`config.mk`:
```
export PLATFORM = sky130hd
export DESIGN_NAME = console_mmio_ctrl
export DESIGN_NICKNAME = d
export VERILOG_FILES = /design/src/rtl/console_mmio_ctrl.sv
export SDC_FILE = /design/constraint.sdc
export NUM_CORES = 1
export LEC_CHECK = 0
export ABC_AREA = 1
export BUFFER_PORTS_ARGS = -buffer_cell sky130_fd_sc_hd__buf_2
export CAP_MARGIN = 20
export CELL_PAD_IN_SITES_DETAIL_PLACEMENT = 0
export CELL_PAD_IN_SITES_GLOBAL_PLACEMENT = 1
export CORE_AREA = 2 2 62 93
export DETAILED_ROUTE_END_ITERATION = 7
export DIE_AREA = 0 0 64 95
export PLACE_DENSITY = 0.88
export RECOVER_POWER = 25
export SLEW_MARGIN = 20
export SYNTH_ARGS = -nofsm -noshare
export SYNTH_HDL_FRONTEND = slang
export SYNTH_SLANG_ARGS = --single-unit
```
`constraint.sdc`:
```
create_clock -name clk -period 1.55 [get_ports clk]
set_input_delay 0.2325 -clock clk [delete_from_list [all_inputs] [get_ports clk]]
set_output_delay 0.2325 -clock clk [all_outputs]
set_load 0.02 [all_outputs]
```
`src/rtl/console_mmio_ctrl.sv`:
```
module console_mmio_ctrl #(
  parameter int AW = 16,
  parameter int DW = 16,
  parameter int CW = 8,
  parameter logic [AW-1:0] KSTAT_A = 16'hFE00,
  parameter logic [AW-1:0] KDATA_A = 16'hFE02,
  parameter logic [AW-1:0] DSTAT_A = 16'hFE04,
  parameter logic [AW-1:0] DDATA_A = 16'hFE06
) (
  input  logic          clk,
  input  logic          rst,
  input  logic [AW-1:0] cpu_addr,
  input  logic          cpu_rd,
  input  logic          cpu_we,
  input  logic [DW-1:0] cpu_wdata,
  output logic [DW-1:0] cpu_rdata,
  input  logic [DW-1:0] mem_rdata,
  output logic          mem_we,
  input  logic          kbd_strobe,
  input  logic [CW-1:0] kbd_code,
  input  logic          disp_done,
  output logic          disp_valid,
  output logic [CW-1:0] disp_char
);
  localparam int PAD = DW - CW;
  localparam int LOW = DW - 1;

  logic          kbd_rdy, disp_rdy;
  logic [CW-1:0] kbd_data;

  wire hit_ks = (cpu_addr == KSTAT_A);
  wire hit_kd = (cpu_addr == KDATA_A);
  wire hit_ds = (cpu_addr == DSTAT_A);
  wire hit_dd = (cpu_addr == DDATA_A);
  wire dev_hit = hit_ks | hit_kd | hit_ds | hit_dd;

  wire kd_take  = cpu_rd & hit_kd;
  wire kd_load  = kbd_strobe & ~kbd_rdy & ~kd_take;
  wire dd_write = cpu_we & hit_dd;
  wire dd_take  = dd_write & disp_rdy;

  assign mem_we = cpu_we & ~dev_hit;

  always_comb begin
    unique case (1'b1)
      hit_ks:  cpu_rdata = {kbd_rdy, {LOW{1'b0}}};
      hit_kd:  cpu_rdata = {{PAD{1'b0}}, kbd_data};
      hit_ds:  cpu_rdata = {disp_rdy, {LOW{1'b0}}};
      hit_dd:  cpu_rdata = {{PAD{1'b0}}, disp_char};
      default: cpu_rdata = mem_rdata;
    endcase
  end

  always_ff @(posedge clk) begin
    if (rst) begin
      kbd_rdy  <= 1'b0;
      kbd_data <= '0;
    end else if (kd_load) begin
      kbd_rdy  <= 1'b1;
      kbd_data <= kbd_code;
    end else if (kd_take) begin
      kbd_rdy  <= 1'b0;
    end
  end

  always_ff @(posedge clk) begin
    if (rst) begin
      disp_rdy   <= 1'b1;
      disp_char  <= '0;
      disp_valid <= 1'b0;
    end else begin
      disp_valid <= dd_take;
      if (dd_take) begin
        disp_rdy  <= 1'b0;
        disp_char <= cpu_wdata[CW-1:0];
      end else if (disp_done) begin
        disp_rdy  <= 1'b1;
      end
    end
  end

  assert_kbd_hold_R3: assert property (@(posedge clk) disable iff (rst)
    (kbd_rdy && !kd_take) |=> (kbd_rdy && $stable(kbd_data)));

  assert_kbd_clear_R4: assert property (@(posedge clk) disable iff (rst)
    kd_take |=> !kbd_rdy);

  assert_disp_take_R6: assert property (@(posedge clk) disable iff (rst)
    (dd_write && disp_rdy) |=> (disp_valid && !disp_rdy));

  assert_disp_ignore_R7: assert property (@(posedge clk) disable iff (rst)
    (!disp_rdy && !disp_done) |=> (!disp_valid && $stable(disp_char)));

  assert_disp_rearm_R8: assert property (@(posedge clk) disable iff (rst)
    (disp_done && !disp_rdy) |=> disp_rdy);
endmodule

```
==> summary.md <==
| Metric | Value |
|---|---|
| Part of the power in registers | `45.7%` |
| Final setup fails | `4` |
| Gr usage total | `12.3%` |
| I/O pins | `between 80 and 90` |
| Setup TNS | `-0.0709 ns` |
| Post-DR wirelength/cell | `between 10 and 15 um` |
| Worst EP required | `about 1.3 ns` |
| Critical path class | `in -> out` |
| CP Data Arrival Time | `1.35 ns` |
| Layout cell share with drive strength beyond 1 | `between 40% and 50%` |
| CTS H-tree depth | `1` |
| Peak VDD IR | `around 210 uV` |
| Worst path cell trace | `buf_6 > nor2_4 > nand2_4 > nor2_8 > buf_4 > nand2_2 > nor2_1 > a21oi_2 > nand2_1 > buf_6` |
| Layout filler cell count | `575` |
| DP Area | `roughly 1900 um^2` |
| P_sw | `just over 0.0003 W` |
| Violated checks | `setup timing` |
| Crit path launch | `cpu_addr[7]` |
| Yosys cell types | `21` |
| Fin cells | `383` |
| Drt first pass iters | `4` |
| CP peak stage delay | `between 0.15 and 0.2 ns` |
| Final net count | `between 300 and 400` |
| Overflow after GRT | `0` |
| Pint | `between 0.0008 and 0.0009 W` |
| First-pass GRT wire length | `between 6000 and 7000 um` |
| Die area | `a little over 6000 um^2` |
| Crit-path most repeated cell | `buf_6` |
| Post-synthesis mux area share | `0%` |
| Synthesized netlist cell count | `220` |
| Drt drc | `0` |
| Num rows | `33` |
| Compound-cell area share of the yosys netlist | `between 6 and 7%` |
| Die width | `about 64 um` |
| Post-detail-place hpwl | `2950 um` |
| Fin crit period | `between 1.5 and 2 ns` |
| Final GP Congestion | `between 0.6 and 0.7` |
| Hold_buf cts | `0` |
| Placed Cells incl. Taps | `around 380` |
| Clock Skews | `approximately 0.0067 ns` |
| Largest net degree at the start of global routing | `19` |
| Worst slew pin tran | `~0.35 ns` |
| EDFF count, synth | `0` |
| DR vias/cell | `4.09` |
| Finished Cell Area | `approximately 2100 um^2` |
| Count of antenna-violating nets left after detailed routing | `0` |
| IO Port Bufs | `slightly below 80` |
| Leakage power | `1.22 nW` |
| Cts bufs inserted | `3` |
| Post-Synth XOR/XNOR Area | `0%` |
| Number of DRC markers in iteration 0 | `20` |
| Ys Warns | `0` |
| Max cap viols | `0` |
| CP endpoint kind | `output pin` |
| Vias post-DR | `approximately 1.6k` |
| Post-synth top flop | `dfxtp_1` |
| Unrepaired setup endpoints after global routing | `true` |
| Syn avg cell area | `6.07 um^2` |
| Initial antenna violation count | `0` |
| Maximum fanout along the worst path | `6` |
| Switching Fraction | `between 20% and 30%` |
| Flop and latch count out of synthesis | `19` |
| Hold crit path type | `in -> reg` |
| Routed WL | `between 3000 and 4000 um` |
| Status | `finished, violations left` |
| CP bufs+invs | `3` |
| Async S/R FF share, synth | `0%` |
| Clk Latency, worst-skew pair | `0.25 ns` |
| Initial Util | `between 20% and 30%` |
| F_max | `630 MHz` |
| Count leader, synth | `nand2_1` |
| Max_slew headroom | `roughly 77%` |
| Final period util | `102%` |
| Core area | `approximately 5300 um^2` |
| Mapped Area | `between 1000 and 1500 um^2` |
| Die height | `around 95 um` |
| Worst R2R Setup Slack | `between 0.4 and 0.5 ns` |
| Number of global-route vias before repair | `roughly 1.4k` |
| Clock share of power | `29.3%` |
| Synth Area in Simple Gates | `between 40% and 50%` |
| CP startpoint kind | `primary input` |
| Worst hold slack | `0.168 ns` |
| Hold path start | `rst` |
| Worst Slack Setup Final | `-0.0368 ns` |
| Largest family of logic cells by synthesized area | `simple AND/OR/NAND/NOR gates` |
| Area leader, netlist | `dfxtp_1` |
| CTS root buffer | `clkbuf_8` |
| Syn Nets | `approximately 280` |
| Post-synthesis adder-cell area fraction | `0%` |
| Final Max Slew Viols | `0` |
| Worst path slowest cell | `buf_4` |
| Synth-to-layout area growth | `59.5%` |
| Seq/Total Area, Yosys | `between 20% and 30%` |
| Combinational power share | `25.0%` |
| Commonest cells post-synth | `nand2_1, nor2_1, inv_1` |
| Top delay family on crit path | `simple AND/OR/NAND/NOR gates` |
| Clock-pin slew on the worst setup and hold paths | `~0.060 ns` |
| TritonCTS Sinks | `19` |
| Clock tree buffer depth | `2` |
| Area contributors post-synth | `dfxtp_1, nand2_1, nor2_1, inv_1, nand3_1` |
| FF-to-FF Start | `disp_rdy$_SDFFE_PP1P_` |
| Inserted Diodes | `0` |
| PwrDens | `532 nW/um^2` |
| Endpoints failing hold | `0` |
| Area share of the largest cell type after synthesis | `28.5%` |
| CTS tree | `done` |
[power groups by stage]
stage | logic, W | registers (W) | clock network (W)
detailed placement | 0.000241 | 0.000528 | 0
global placement | 0.000236 | 0.000526 | 0
floorplan | 0.000132 | 0.000524 | 0
finish | 0.000283 | 0.000517 | 0.000332
CTS | 0.000262 | 0.000517 | 0.000345
global route | 0.000311 | 0.000519 | 0.000369
[cells by family (layout without fill, tap and decap cells)]
family          after synthesis  after routing
flops                        19             19
buf+inv                      51            144
simple gates                134            134
compound gates               16             16
[cells in the final DEF (no fill, tap or decap), types with 7 or more instances in the layout]
cell     instances
a21oi_1          9
buf_2           52
buf_4           20
buf_6           15
dfxtp_1         19
inv_1           42
nand2_1         45
nand3_1         25
nor2_1          37
nor2_2           7
[flip-flops by register name (all words and copies together) (netlist names)]
register	flops
kbd_data	8
kbd_rdy	1
disp_rdy	1
disp_valid	1
disp_char	8
[layer usage]
| layer | vias up | part of all wire (%) | wire (um) | global-route usage (%) |
|---|---|---|---|---|
| met5 | - | 0 | 0 | 0 |
| met4 | 0 | 1.4 | 54 | 5.25 |
| met3 | 4 | 6.2 | 239 | 1.79 |
| met2 | 48 | 53 | 2050 | 24.0 |
| met1 | 669 | 39 | 1490 | 12.8 |
| li1 | 845 | - | - | - |
[area by class of cell]
type,instances,area (um^2),share of cell area [%]
Sequential cell,19,380,17.9
Clock buffer,3,41.3,1.94
Tap cell,70,87.6,4.11
Clock inverter,1,5.00,0.235
Inverter,46,173,8.11
Multi-Input combinational cell,150,821,38.5
Timing Repair Buffer,94,622,29.2
[per-stage QoR]
step	utilization, %	power (W)	setup slack, ns
floorplan	-	0.000656	0.0608
global placement	35.2	0.000762	-0.143
detailed placement	35.2	0.000768	-0.195
CTS	38.7	0.00112	-0.0421
global route	40.0	0.00120	-0.0854
finish	40.0	0.00113	-0.0368
[worst paths after layout]
path / endpoint / depth (start not counted)
setup / recovery: cpu_rdata[6] / 10
hold / removal: disp_valid$_SDFF_PP0_ / 2
setup reg to reg: disp_rdy$_SDFFE_PP1P_ / 5
hold reg to reg: kbd_data[0]$_SDFFE_PP0P_ / 2
[repair_timing]
action                                  in CTS  in global routing
gates resized for setup                     31                 31
buffers inserted                             2                  1
pin swaps                                   14                 12
endpoints found under the setup margin      17                 17
hold endpoints to repair                     0                  0
gates cloned                                 1                  0
No activity file was read; power rests on OpenSTA's default activity.
